`config.mk`:
```
export PLATFORM = sky130hd
export DESIGN_NAME = calSecondsRtc
export DESIGN_NICKNAME = d
export VERILOG_FILES = /design/src/rtl/calRtcPkg.sv /design/src/rtl/calRtcCtrl.sv /design/src/rtl/calRtcDatapath.sv /design/src/rtl/calSecondsRtc.sv
export SDC_FILE = /design/constraint.sdc
export NUM_CORES = 1
export LEC_CHECK = 0
export BUFFER_PORTS_ARGS = -buffer_cell sky130_fd_sc_hd__buf_2
export CAP_MARGIN = 20
export CORE_MARGIN = 3
export CORE_UTILIZATION = 40
export CTS_CLUSTER_SIZE = 16
export DETAILED_ROUTE_END_ITERATION = 12
export HOLD_SLACK_MARGIN = 0.02
export PLACE_DENSITY = 0.59
export SYNTH_ARGS = -nofsm -noshare
export SYNTH_HDL_FRONTEND = slang
export SYNTH_SLANG_ARGS = --single-unit
```
`constraint.sdc`:
```
create_clock -name clk -period 6.2 [get_ports clk]
set_clock_uncertainty 0.05 [all_clocks]
set_input_delay 1.86 -clock clk [delete_from_list [all_inputs] [get_ports clk]]
set_output_delay 1.86 -clock clk [all_outputs]
set_load 0.01 [all_outputs]
```
`src/rtl/calRtcPkg.sv`:
```
package calRtcPkg;
  localparam int BUS_W   = 32;
  localparam int ADDR_W  = 8;
  localparam int TIME_W  = 32;
  localparam int TICK_W  = 16;
  localparam int FRAC_W  = 4;
  localparam int CAL_W   = TICK_W + FRAC_W + 1;
  localparam int NUM_IRQ = 2;
  localparam int BATT_BIT = 31;
  localparam int OSC_BIT  = 24;
  localparam logic [CAL_W-1:0] CAL_RESET = 21'h198233;

  localparam logic [ADDR_W-1:0] OFF_SETW  = 8'h00;
  localparam logic [ADDR_W-1:0] OFF_SETR  = 8'h04;
  localparam logic [ADDR_W-1:0] OFF_CALW  = 8'h08;
  localparam logic [ADDR_W-1:0] OFF_CALR  = 8'h0C;
  localparam logic [ADDR_W-1:0] OFF_TIME  = 8'h10;
  localparam logic [ADDR_W-1:0] OFF_TICK  = 8'h14;
  localparam logic [ADDR_W-1:0] OFF_ALARM = 8'h18;
  localparam logic [ADDR_W-1:0] OFF_STS   = 8'h20;
  localparam logic [ADDR_W-1:0] OFF_MASK  = 8'h24;
  localparam logic [ADDR_W-1:0] OFF_EN    = 8'h28;
  localparam logic [ADDR_W-1:0] OFF_DIS   = 8'h2C;
  localparam logic [ADDR_W-1:0] OFF_CTRL  = 8'h40;

  typedef struct packed {
    logic               setTimeWr;
    logic               calibWr;
    logic               alarmWr;
    logic               ctrlWr;
    logic [NUM_IRQ-1:0] stsClr;
    logic [NUM_IRQ-1:0] maskSet;
    logic [NUM_IRQ-1:0] maskClr;
    logic [BUS_W-1:0]   data;
  } rtcStrobe_t;

  typedef struct packed {
    logic [TIME_W-1:0]  setTime;
    logic [TIME_W-1:0]  curTime;
    logic [TIME_W-1:0]  alarm;
    logic [CAL_W-1:0]   calib;
    logic [TICK_W-1:0]  tick;
    logic [NUM_IRQ-1:0] status;
    logic [NUM_IRQ-1:0] mask;
    logic               battEn;
    logic               oscEn;
  } rtcView_t;
endpackage

```
`src/rtl/calRtcCtrl.sv`:
```
module calRtcCtrl
  import calRtcPkg::*;
(
  input  logic              wrEn,
  input  logic [ADDR_W-1:0] addr,
  input  logic [BUS_W-1:0]  wrData,
  input  rtcView_t          view,
  output rtcStrobe_t        stb,
  output logic [BUS_W-1:0]  rdData
);
  always_comb begin
    stb           = '0;
    stb.data      = wrData;
    stb.setTimeWr = wrEn && (addr == OFF_SETW);
    stb.calibWr   = wrEn && (addr == OFF_CALW);
    stb.alarmWr   = wrEn && (addr == OFF_ALARM);
    stb.ctrlWr    = wrEn && (addr == OFF_CTRL);
    stb.stsClr    = (wrEn && (addr == OFF_STS)) ? wrData[NUM_IRQ-1:0] : '0;
    stb.maskSet   = (wrEn && (addr == OFF_EN))  ? wrData[NUM_IRQ-1:0] : '0;
    stb.maskClr   = (wrEn && (addr == OFF_DIS)) ? wrData[NUM_IRQ-1:0] : '0;
  end

  always_comb begin
    rdData = '0;
    case (addr)
      OFF_SETR:  rdData = BUS_W'(view.setTime);
      OFF_CALR:  rdData = BUS_W'(view.calib);
      OFF_TIME:  rdData = BUS_W'(view.curTime);
      OFF_TICK:  rdData = BUS_W'(view.tick);
      OFF_ALARM: rdData = BUS_W'(view.alarm);
      OFF_STS:   rdData = BUS_W'(view.status);
      OFF_MASK:  rdData = BUS_W'(view.mask);
      OFF_CTRL: begin
        rdData[BATT_BIT] = view.battEn;
        rdData[OSC_BIT]  = view.oscEn;
      end
      default:   rdData = '0;
    endcase
  end
endmodule

```
`src/rtl/calRtcDatapath.sv`:
```
module calRtcDatapath
  import calRtcPkg::*;
(
  input  logic       clk,
  input  logic       rstN,
  input  logic       tickEn,
  input  rtcStrobe_t stb,
  output rtcView_t   view,
  output logic       irq
);
  localparam int LIM_W = TICK_W + 1;

  logic [TICK_W-1:0]  tickCnt;
  logic [FRAC_W-1:0]  fracCnt;
  logic [CAL_W-1:0]   calib;
  logic [TIME_W-1:0]  curTime, setTime, alarm, nextTime;
  logic               pending, battEn, oscEn, stretch, secEvent;
  logic [LIM_W-1:0]   limit;
  logic [NUM_IRQ-1:0] srcHit, status, mask;
  logic               unusedData;

  assign unusedData = ^{stb.data[BUS_W-1:CAL_W]};

  // Period of the current second, stretched by one while the phase is below F
  assign stretch  = calib[CAL_W-1] && (fracCnt < calib[TICK_W +: FRAC_W]);
  assign limit    = {1'b0, calib[TICK_W-1:0]} + LIM_W'(stretch);
  assign secEvent = tickEn && !stb.calibWr &&
                    (({1'b0, tickCnt} + LIM_W'(1)) == limit);
  assign nextTime = pending ? setTime : curTime + TIME_W'(1);

  always_ff @(posedge clk) begin
    if (!rstN) begin
      tickCnt <= '0;
      fracCnt <= '0;
    end else if (stb.calibWr) begin
      tickCnt <= '0;
      fracCnt <= '0;
    end else if (tickEn) begin
      tickCnt <= secEvent ? '0 : tickCnt + TICK_W'(1);
      if (secEvent) fracCnt <= fracCnt + FRAC_W'(1);
    end
  end

  always_ff @(posedge clk) begin
    if (!rstN) begin
      curTime <= '0;
      setTime <= '0;
      pending <= 1'b0;
      alarm   <= '0;
      calib   <= CAL_RESET;
      battEn  <= 1'b0;
      oscEn   <= 1'b0;
    end else begin
      if (secEvent) begin
        curTime <= nextTime;
        pending <= 1'b0;
      end
      if (stb.setTimeWr) begin
        setTime <= stb.data[TIME_W-1:0];
        pending <= 1'b1;
      end
      if (stb.alarmWr) alarm <= stb.data[TIME_W-1:0];
      if (stb.calibWr) calib <= stb.data[CAL_W-1:0];
      if (stb.ctrlWr) begin
        battEn <= stb.data[BATT_BIT];
        oscEn  <= stb.data[OSC_BIT];
      end
    end
  end

  assign srcHit[0] = secEvent;
  assign srcHit[1] = secEvent && (nextTime == alarm);

  for (genvar i = 0; i < NUM_IRQ; i++) begin : g_irqSrc
    always_ff @(posedge clk) begin
      if (!rstN) begin
        status[i] <= 1'b0;
        mask[i]   <= 1'b0;
      end else begin
        if (srcHit[i])          status[i] <= 1'b1;
        else if (stb.stsClr[i]) status[i] <= 1'b0;
        if (stb.maskSet[i])      mask[i] <= 1'b1;
        else if (stb.maskClr[i]) mask[i] <= 1'b0;
      end
    end
  end

  assign irq = |(status & mask);

  always_comb begin
    view         = '0;
    view.setTime = setTime;
    view.curTime = curTime;
    view.alarm   = alarm;
    view.calib   = calib;
    view.tick    = tickCnt;
    view.status  = status;
    view.mask    = mask;
    view.battEn  = battEn;
    view.oscEn   = oscEn;
  end

  AST_TICK_BOUND: assert property (@(posedge clk) disable iff (!rstN)
    (limit != '0) |-> ({1'b0, tickCnt} < limit));
  AST_CALIB_CLEARS: assert property (@(posedge clk) disable iff (!rstN)
    stb.calibWr |=> (tickCnt == '0));
  AST_TIME_HOLD: assert property (@(posedge clk) disable iff (!rstN)
    !secEvent |=> (curTime == $past(curTime)));
  AST_TIME_LOAD: assert property (@(posedge clk) disable iff (!rstN)
    (secEvent && pending) |=> (curTime == $past(setTime)));
  AST_TIME_STEP: assert property (@(posedge clk) disable iff (!rstN)
    (secEvent && !pending) |=> (curTime == $past(curTime) + TIME_W'(1)));
  AST_STS_CLEAR: assert property (@(posedge clk) disable iff (!rstN)
    (stb.stsClr[0] && !secEvent) |=> !status[0]);
  AST_MASK_OFF: assert property (@(posedge clk) disable iff (!rstN)
    (stb.maskClr[1] && !stb.maskSet[1]) |=> !mask[1]);
endmodule

```
`src/rtl/calSecondsRtc.sv`:
```
module calSecondsRtc
  import calRtcPkg::*;
(
  input  logic              clk,
  input  logic              rstN,
  input  logic              tickEn,
  input  logic              wrEn,
  input  logic [ADDR_W-1:0] addr,
  input  logic [BUS_W-1:0]  wrData,
  output logic [BUS_W-1:0]  rdData,
  output logic              irq
);
  rtcStrobe_t stb;
  rtcView_t   view;

  calRtcCtrl u_ctrl (
    .wrEn   (wrEn),
    .addr   (addr),
    .wrData (wrData),
    .view   (view),
    .stb    (stb),
    .rdData (rdData)
  );

  calRtcDatapath u_dp (
    .clk    (clk),
    .rstN   (rstN),
    .tickEn (tickEn),
    .stb    (stb),
    .view   (view),
    .irq    (irq)
  );
endmodule

```
Word-level counts from Yosys, hierarchy flattened:

Index checks and enable logic that the tools add are counted.

* logic and storage cells: 74
* bits in read-only memories: 0
* register bits after elaboration: 144
* RAM bits: 0
* bits in latches: 0
* memories: 0

* mux-type cells: 19
* shift operators: 0
* multipliers: 0
* $lt $le $gt $ge: 1
* bitwise operators: 2
* $add $sub $neg: 5
* div/mod/pow operators: 0
* eq/ne operators: 13
* reduce and logical (&&, ||, !) cells: 21

Operators by type and width (number)
* 24-bit one-hot mux with 7 select lines: 1
* 32-bit by 1-bit adder with 32-bit output, second input constant: 1
* 32-bit equality test: 1
* 8-bit by 6-bit equality test with 1-bit output, second input constant: 4
* 32-bit 2-to-1 mux: 1
* 8-bit by 5-bit equality test with 1-bit output, second input constant: 3
* 6-bit one-hot mux with 3 select lines: 1
* 16-bit by 1-bit adder with 17-bit output: 1
* 16-bit by 1-bit adder with 17-bit output, second input constant: 1
* 17-bit equality test: 1
* 16-bit by 1-bit adder with 16-bit output, second input constant: 1
* 8-bit by 4-bit equality test with 1-bit output, second input constant: 2
* 16-bit 2-to-1 mux: 1
* 1-bit logical AND: 11
* 1-bit 2-to-1 mux: 10
* 2-bit nonzero test: 5
* 8-bit by 3-bit equality test with 1-bit output, second input constant: 1
* 8-bit by 7-bit equality test with 1-bit output, second input constant: 1
* 8-bit zero test: 1
* 1-bit one-hot mux with 4 select lines: 2
* 2-bit 2-to-1 mux: 3
* 4-bit by 1-bit adder with 4-bit output, second input constant: 1
* 4-bit less-than comparator: 1
* 2-bit OR reduction: 2
* other kinds (4): 4

Depth between registers and ports, before layout:

Gate-level depths: netlist (run 1).

* depth in word-level cells: 7
* gate-level depth with buffers: 18

Hierarchy:

Synthesis (run 1) repeated with hierarchy kept, for this count alone.

* cell total of the unflattened synthesis: 1309
* area, all modules: 10587.7 µm²

Modules (own cells, without submodules)
* calRtcDatapath: area each 9190.1 µm², times used 1, cells an instance 1116
* calRtcCtrl: area each 1397.6 µm², times used 1, cells an instance 193

Least setup slack after synthesis (run 1):

No wires, ideal clock.

* kind: input to output
* start: input port addr[7]
* end: output port rdData[21]
* data required time: 4290 ps
* data arrival time: 3253 ps
* setup slack: 1037 ps
* cell stages on the path: 6
* buffers on the path: 2
* path through: nor4_1 -> and3_1 -> clkbuf_1 -> clkbuf_1 -> a222oi_1 -> inv_1

* longest elaborated chain between the ends: 2
* elaborated cells on any way between the ends: 8

RTL lines
* start, declared: line calSecondsRtc.sv:8 `input logic [ADDR_W-1:0] addr,`
* 8-bit by 6-bit equality test with 1-bit output (tied with other cells): line calRtcCtrl.sv:25 `case (addr)`
* 24-bit one-hot mux with 7 select lines *: line calRtcCtrl.sv:25
* end, declared: line calSecondsRtc.sv:10 `output logic [BUS_W-1:0] rdData,`

Every way passes the cells marked *; elsewhere a longest branch is shown, timed or not.

Final worst setup path (run 1):

* start: input port addr[7]
* end: output port rdData[1]

Same word-level chain as after synthesis.

==> results.json, run 1 <==
{
  "grt_pass1_vias": 8968,
  "cts_max_level": 4,
  "path_class": "in -> out",
  "holdBufCountCts": 0,
  "hold_viol_final": 0,
  "ys_ff_latch": 144,
  "core_sq_um": 22900,
  "cts-root-buf": "clkbuf_16",
  "busiest_layer": "met2",
  "antennaDiodeCount": 0,
  "finalSetupViolCount": 0,
  "drt_iter0_drc": 1257,
  "finalWorstSetupSlack_ns": 0.609,
  "postCtsResizedCells": 0,
  "cap_viol_max_count": 0,
  "synth_area_sq_um": 9440,
  "worst_ir_drop_vdd_mv": 0.147,
  "met2_usage_pct": 38.9,
  "worstMarginPinSlew_ns": 0.880,
  "numPortBuffers": 76,
  "post_cts_buffers": 0,
  "synthCells": 1301,
  "status": "finished, final reports clean",
  "start_kind": "input pin",
  "insertion_delay_ns": 0.44,
  "fp.dieW_um": 160,
  "final_common_cell": "nand2_1",
  "cts_tree": "built",
  "critPathMaxFanout": 21,
  "relSlewSlack_pct": 41.3,
  "drive_above_1_share_pct": 11.7,
  "leakagePower_nw": 3.67,
  "r2r_start": "u_dp.calib[17]$_SDFFE_PN0P_",
  "synth_cell_types": 75,
  "syn_nets": 1353,
  "grt_first_pass_wirelength_mm": 53.2,
  "hold_depth": 2,
  "first_pass_iters": 7,
  "cts.sink_count": 144,
  "vias_per_cell": 6.19,
  "r2r_cells": 16,
  "place_congestion": 0.929,
  "tns_ns": 0,
  "ant_nets": 0,
  "cts_buffers": 17,
  "grtUsageMet1_pct": 38.0,
  "critPathLaunch": "addr[7]",
  "r2r_slack_ns": 1.06,
  "fmax_ghz": 0.179,
  "wl_mm": 34.0,
  "synth_edf_count": 0,
  "ios": 77,
  "min-delay-start": "u_dp.battEn$_SDFFE_PN0P_",
  "hold_class": "reg -> reg",
  "die_height_um": 160,
  "grt_max_degree": 58,
  "path_clk_slew_ns": 0.06,
  "antenna_found_initial": 0,
  "yosysWarnings": 0,
  "syn-mean-instance-area_sq_um": 7.26,
  "use_met3_pct": 5.84,
  "crit_arrival_ns": 3.68,
  "final.period_utilization_pct": 90.2,
  "dp_hpwl_mm": 24.2,
  "crit_required_ns": 4.29,
  "layout_common_cells": "nand2_1 (266), dfxtp_1 (143), a21oi_1 (115)",
  "ctsLongestPathBuffers": 2,
  "syn2layout_area_growth_pct": 11.6,
  "initial_utilization_pct": 41.2,
  "ys.flop_type": "dfxtp_1",
  "ys_async_sr_fraction_pct": 0,
  "rows": 55,
  "dieArea_sq_um": 25500,
  "vias": 10041,
  "final_nets": 1350,
  "grt_overflow": 0,
  "drc_errors": 0,
  "slew_viol_final": 0,
  "seq_area_frac_synth_pct": 30.5,
  "post-place-ws_ns": 0.679,
  "final.min_clock_period_ns": 5.59,
  "critPathCaptureType": "output pin",
  "power.density_nw_per_um2": 201,
  "track_usage_pct": 26.0,
  "rsz0062_at_grt": "false",
  "wire_per_inst_um": 21.0
}
-- state kept, by name, indices dropped and copies added (netlist names) --
| register | cells |
|---|---|
| u_dp.fracCnt | 4 |
| u_dp.view | 4 |
| u_dp.oscEn | 1 |
| u_dp.curTime | 32 |
| u_dp.pending | 1 |
| u_dp.setTime | 32 |
| u_dp.tickCnt | 16 |
| u_dp.battEn | 1 |
| u_dp.calib | 21 |
| u_dp.alarm | 32 |
-- where the power goes --
part           internal (mW)  total, mW  switching, mW
clock network          0.650       1.10          0.453
logic                 0.0245     0.0745         0.0500
registers              0.928      0.939         0.0104
-- metal layers --
layer | vias up | part of all wire (%)
li1 | 4681 | -
met1 | 4795 | 45
met2 | 514 | 44
met3 | 51 | 9.3
met4 | 0 | 1.6
met5 | - | 0
-- path summary, 6_finish.rpt --
path,end
setup / recovery,rdData[1]
hold / removal,u_dp.battEn$_SDFFE_PN0P_
setup reg to reg,u_dp.curTime[27]$_SDFFE_PN0P_
hold reg to reg,u_dp.battEn$_SDFFE_PN0P_
-- through the flow --
| stage | area [sq um] | std cells | hold slack, ns | utilization, % | total power, mW |
|---|---|---|---|---|---|
| floorplan | 9440 | 1301 | 0.386 | - | 0.993 |
| global placement | 9920 | 1592 | 0.397 | 43.3 | 1.03 |
| detailed placement | 9920 | 1592 | 0.398 | 43.3 | 1.03 |
| global route | 10500 | 1623 | 0.425 | 46.0 | 2.17 |
| finish | 10500 | 1623 | 0.406 | 46.0 | 2.12 |
| CTS | 10500 | 1623 | 0.408 | 46.0 | 2.13 |
-- critical path, cell delays in order --
cell and delay [ns]:
buf_2 0.11, nor4_1 0.71, and4_1 0.28, buf_4 0.28, a22oi_1 0.14, nand3_1 0.15
buf_2 0.14
-- area by class of cell --
class                   count  area [sq um]
fillers                  2364         12400
multi-input cells        1002          5960
flip-flops and latches    144          2880
repair buffers             96           543
clock buffers              18           439
well taps                 313           392
clock inverters            13           175
inverters                  37           140
-- cells in the mapped netlist, types with 4 or more instances --
cell / n / area share, %
a211oi_1: 4 / 0.32
a21oi_1: 115 / 6.1
a221oi_1: 5 / 0.46
a222oi_1: 26 / 2.8
a22oi_1: 33 / 2.6
a311oi_1: 4 / 0.37
a31oi_1: 24 / 1.6
a32oi_1: 10 / 0.93
and2_1: 11 / 0.73
and3_1: 18 / 1.2
and4_1: 8 / 0.74
buf_2: 15 / 0.80
clkbuf_1: 98 / 3.9
dfxtp_1: 144 / 31
ha_1: 8 / 1.1
inv_1: 36 / 1.4
mux2_2: 5 / 0.60
mux2i_1: 15 / 1.6
nand2_1: 266 / 11
nand2b_1: 12 / 0.80
nand3_1: 75 / 4.0
nand4_1: 27 / 1.8
nor2_1: 64 / 2.5
nor2b_1: 12 / 0.80
nor3_1: 26 / 1.4
nor4_1: 28 / 1.9
o21ai_0: 24 / 1.3
o21ai_1: 7 / 0.37
o221ai_1: 6 / 0.56
o31ai_1: 6 / 0.48
or2_2: 5 / 0.33
or3_1: 12 / 0.80
or4_1: 11 / 0.87
xnor2_1: 47 / 4.4
xnor3_1: 5 / 1.2
xor2_1: 30 / 2.8
-- cell families after synthesis --
| kind of cell | after synthesis | synth area share [%] |
|---|---|---|
| xor gates and xnor gates | 82 | 8.34 |
| buffers and inverters | 155 | 6.46 |
| muxes | 20 | 2.19 |
| AOI/OAI and AO/OA | 297 | 21.1 |
| and+or+nand+nor | 595 | 30.4 |
| DFF | 144 | 30.5 |
| adders and majority gates | 8 | 1.06 |
Power figures use the tool's default switching activity.
==> run 2, diff against run 1 <==
--- a/constraint.sdc
+++ b/constraint.sdc
@@ -4,2 +4,2 @@
 set_output_delay 1.86 -clock clk [all_outputs]
-set_load 0.01 [all_outputs]
+set_load 0.1 [all_outputs]
==> run 2 against run 1 <==
Compared with the run above: clock-buffer cell count rose by 1; worst setup slack got worse by 0.14 ns; combinational power rose by 3.4%; clock power rose by 5%; global-route usage fell by 0.26 points; wire length fell by 0.46%; total power rose by 2.2%; cell count did not move; sequential share of layout area fell by 1.2 points; largest cell class unchanged; highest routed layer unchanged.
==> results.json, run 2 (synthesized netlist as in run 1, its figures left out) <==
{
  "r2r_cells": 16,
  "track_usage_pct": 25.8,
  "post_cts_buffers": 0,
  "vias_per_cell": 6.16,
  "critPathCaptureType": "output pin",
  "drive_above_1_share_pct": 11.5,
  "cts_max_level": 4,
  "final_nets": 1349,
  "worst_ir_drop_vdd_mv": 0.149,
  "critPathMaxFanout": 32,
  "first_pass_iters": 7,
  "drt_iter0_drc": 1199,
  "min-delay-start": "u_dp.oscEn$_SDFFE_PN0P_",
  "status": "finished, final reports clean",
  "path_class": "in -> out",
  "slew_viol_final": 0,
  "ios": 77,
  "wl_met3_mm": 3.08,
  "dieArea_sq_um": 25500,
  "start_kind": "input pin",
  "hold_depth": 2,
  "wl_met2_mm": 15.0,
  "cap_viol_max_count": 0,
  "dp_hpwl_mm": 24.0,
  "final.min_clock_period_ns": 5.73,
  "antenna_found_initial": 0,
  "power.density_nw_per_um2": 196,
  "ctsLongestPathBuffers": 2,
  "cts.sink_count": 144,
  "wire_per_inst_um": 20.9,
  "regArea_sq_um": 2880,
  "rows": 55,
  "worstMarginPinSlew_ns": 0.770,
  "fmax_ghz": 0.174,
  "postCtsResizedCells": 0,
  "vias": 10000,
  "hold_class": "reg -> reg",
  "tns_ns": 0,
  "worstReg2RegEnd": "u_dp.fracCnt[2]$_SDFFE_PP0P_",
  "grt_pass1_vias": 9003,
  "relSlewSlack_pct": 48.7,
  "die_height_um": 160,
  "min_delay_worst_endpoint": "u_dp.oscEn$_SDFFE_PN0P_",
  "hold_viol_final": 0,
  "syn2layout_area_growth_pct": 16.8,
  "cts_buffers": 17,
  "final_common_cell": "nand2_1",
  "holdBufCountCts": 0,
  "place_congestion": 0.917,
  "leakagePower_nw": 3.75,
  "core_sq_um": 22900,
  "rsz0062_at_grt": "false",
  "grt_max_degree": 62,
  "grt_first_pass_wirelength_mm": 52.5,
  "ant_nets": 0,
  "finalCoreUtilization_pct": 48.1,
  "r2r_start": "u_dp.calib[17]$_SDFFE_PN0P_",
  "r2r_slack_ns": 1.13,
  "crit_arrival_ns": 3.82,
  "grt_overflow": 0,
  "wl_mm": 33.9,
  "fp.dieW_um": 160,
  "numPortBuffers": 76,
  "highest_layer": "met4",
  "layout_common_cells": "nand2_1 (266), dfxtp_1 (143), a21oi_1 (115)",
  "path_clk_slew_ns": 0.06,
  "initial_utilization_pct": 41.2,
  "multi_input_area_sq_um": 5960,
  "wl_met1_mm": 15.2,
  "final.period_utilization_pct": 92.5,
  "cts-root-buf": "clkbuf_16",
  "fillers": 2316,
  "cts_tree": "built",
  "finalSetupViolCount": 0,
  "antennaDiodeCount": 0,
  "insertion_delay_ns": 0.43,
  "drc_errors": 0,
  "crit_required_ns": 4.29,
  "largestRegisters": "u_dp.alarm x32, u_dp.curTime x32, u_dp.setTime x32"
}
run 2: cell count changes in the layout (fill, tap and decap cells not counted), sizes merged:
cell    previous run  this run
buf               96        95
bufinv             3         5
clkbuf            18        19
clkinv             3         5
inv               40        36
run 2: worst max-delay path by stage:
| stage | from | to | slack, ns |
|---|---|---|---|
| after floorplan | addr[7] | rdData[0] | 0.48 |
| after global placement | addr[7] | rdData[1] | 0.56 |
| after detailed placement | addr[7] | rdData[1] | 0.52 |
| after CTS | addr[7] | rdData[1] | 0.51 |
| after global routing | addr[7] | rdData[1] | 0.28 |
| final | addr[7] | rdData[4] | 0.47 |
run 2: layout make-up:
| type | instances | share of cell area, % |
|---|---|---|
| tap | 313 | 3.55 |
| multi-input combinational | 1002 | 54.1 |
| clock inverter | 13 | 1.92 |
| clock buffer | 19 | 3.93 |
| timing repair buffer | 95 | 9.10 |
| sequential | 144 | 26.2 |
| inverter | 37 | 1.27 |
run 2: stage by stage:
step / total power [mW] / hold WS (ns) / area [sq um] / instances / worst slack, ns
6_report: 2.16 / 0.412 / 11000 / 1623 / 0.465
3_5_place_dp: 1.03 / 0.403 / 10400 / 1591 / 0.522
2_1_floorplan: 0.995 / 0.386 / 9440 / 1301 / 0.485
5_1_grt: 2.22 / 0.446 / 11000 / 1623 / 0.284
4_1_cts: 2.17 / 0.412 / 11000 / 1623 / 0.512
3_3_place_gp: 1.03 / 0.395 / 10400 / 1591 / 0.555
run 2: metal layers:
metal | up-vias | global-route usage (%)
li1 | 4675 | -
met1 | 4759 | 37.0
met2 | 514 | 40.1
met3 | 52 | 4.41
met4 | 0 | 6.65
met5 | - | 0
run 2: power breakdown:
group          internal (mW)  switching, mW
sequential             0.929         0.0100
combinational         0.0248         0.0522
clock                  0.716          0.430
total                   1.67          0.493
run 2: worst max-delay path: stages:
cell and delay [ns]:
buf_2 0.11, nor4_1 0.66, and3_1 0.24, buf_4 0.39, a222oi_1 0.19, nand2_1 0.18
buf_12 0.19
==> run 3, diff against run 2 <==
CTS_BUF_LIST = sky130_fd_sc_hd__clkbuf_8   (was default)
==> run 3 against run 2 <==
Compared with the run above: global-route usage fell by 0.13 points; design area fell by 1.7%; wire length fell by 0.68%; register-to-register slack got worse by 0.02 ns; hold slack improved by 0.0034 ns; sequential cell count did not move; critical path depth did not move; clock-buffer cell count fell by 2; non-clock buffer count did not move; combinational power rose by 0.5%; critical path type unchanged.
==> results.json, run 3 (synthesized netlist as in run 1, its figures left out) <==
{
  "status": "finished, final reports clean",
  "final.period_utilization_pct": 92.8,
  "grt_pass1_vias": 8980,
  "insertion_delay_ns": 0.46,
  "antenna_found_initial": 0,
  "dieArea_sq_um": 25500,
  "hold_class": "reg -> reg",
  "final_common_cell": "nand2_1",
  "critPathMaxFanout": 32,
  "rsz0062_at_grt": "false",
  "dpl_cell_area_sq_um": 10400,
  "min-delay-start": "u_dp.battEn$_SDFFE_PN0P_",
  "slew_viol_final": 0,
  "hold_viol_final": 0,
  "grtUsageMet1_pct": 36.9,
  "path_clk_slew_ns": 0.08,
  "rows": 55,
  "met2_usage_pct": 39.6,
  "ios": 77,
  "fp.dieW_um": 160,
  "first_pass_iters": 7,
  "initial_utilization_pct": 41.2,
  "cts_buffers": 17,
  "grt_first_pass_wirelength_mm": 52.3,
  "power.density_nw_per_um2": 174,
  "holdBufCountCts": 0,
  "track_usage_pct": 25.6,
  "final.min_clock_period_ns": 5.75,
  "finalWorstSetupSlack_ns": 0.449,
  "grt_overflow": 0,
  "use_met3_pct": 4.49,
  "cts_tree": "built",
  "busiest_layer": "met2",
  "numPortBuffers": 76,
  "cts.sink_count": 144,
  "post-place-ws_ns": 0.522,
  "worst_ir_drop_vdd_mv": 0.123,
  "grt_max_degree": 62,
  "drive_above_1_share_pct": 11.5,
  "drt_iter0_drc": 1244,
  "place_congestion": 0.917,
  "critPathLaunch": "addr[7]",
  "drc_errors": 0,
  "syn2layout_area_growth_pct": 14.8,
  "ctsLongestPathBuffers": 2,
  "tns_ns": 0,
  "largestRegisters": "u_dp.alarm x32, u_dp.curTime x32, u_dp.setTime x32",
  "layout_common_cells": "nand2_1 (266), dfxtp_1 (143), a21oi_1 (115)",
  "antennaDiodeCount": 0,
  "dp_hpwl_mm": 24.0,
  "crit_required_ns": 4.29,
  "cts_max_level": 4,
  "final_nets": 1349,
  "r2r_cells": 16,
  "fmax_ghz": 0.174,
  "path_class": "in -> out",
  "leakagePower_nw": 3.67,
  "r2r_start": "u_dp.calib[17]$_SDFFE_PN0P_",
  "die_height_um": 160,
  "cts-root-buf": "clkbuf_8",
  "finalSetupViolCount": 0,
  "ant_nets": 0,
  "core_sq_um": 22900,
  "vias": 9838,
  "relSlewSlack_pct": 49.1,
  "crit_arrival_ns": 3.84,
  "critPathCaptureType": "output pin",
  "vias_per_cell": 6.06,
  "worstMarginPinSlew_ns": 0.764,
  "wire_per_inst_um": 20.7,
  "post_cts_buffers": 0,
  "cap_viol_max_count": 0,
  "start_kind": "input pin",
  "fin_area_sq_um": 10800,
  "wl_mm": 33.6,
  "postCtsResizedCells": 0,
  "hold_depth": 2
}
[run 3: stage by stage]
stage	total power, mW	instances	hold slack, ns	utilization (%)
6_report	1.89	1623	0.416	47.3
5_1_grt	1.95	1623	0.450	47.3
4_1_cts	1.90	1623	0.415	47.3
3_5_place_dp	1.03	1591	0.403	45.3
3_3_place_gp	1.03	1591	0.395	45.3
2_1_floorplan	0.995	1301	0.386	-
[run 3: layer usage]
metal / wire length, um / up-vias
li1: - / 4672
met3: 3010 / 42
met1: 15100 / 4635
met4: 637 / 0
met2: 14900 / 489
met5: 0 / -
[run 3: path summary, 6_finish.rpt]
kind | to | slack [ns]
worst max-delay path | rdData[4] | 0.45
worst min-delay path | u_dp.battEn$_SDFFE_PN0P_ | 0.42
worst max register to register | u_dp.fracCnt[2]$_SDFFE_PP0P_ | 1.11
worst min register to register | u_dp.battEn$_SDFFE_PN0P_ | 0.42
[run 3: critical path, cell delays in order]
cell      delay [ns]
buf_2           0.11
nor4_1          0.66
and3_1          0.24
buf_4           0.40
a222oi_1        0.18
nand2_1         0.18
buf_12          0.19
[run 3: cell type report]
| type | instances | area [sq um] |
|---|---|---|
| inverter | 37 | 140 |
| sequential | 144 | 2880 |
| tap | 313 | 392 |
| clock buffer | 17 | 234 |
| timing repair buffer | 95 | 1000 |
| fill | 2350 | 12100 |
| clock inverter | 15 | 219 |
| multi-input combinational | 1002 | 5960 |
[run 3: report_power, final]
group          leakage [nW]  switching [mW]  internal, mW
registers              1.16         0.00995         0.927
logic                  2.29          0.0526        0.0248
clock network         0.221           0.395         0.477
total                  3.67           0.458          1.43
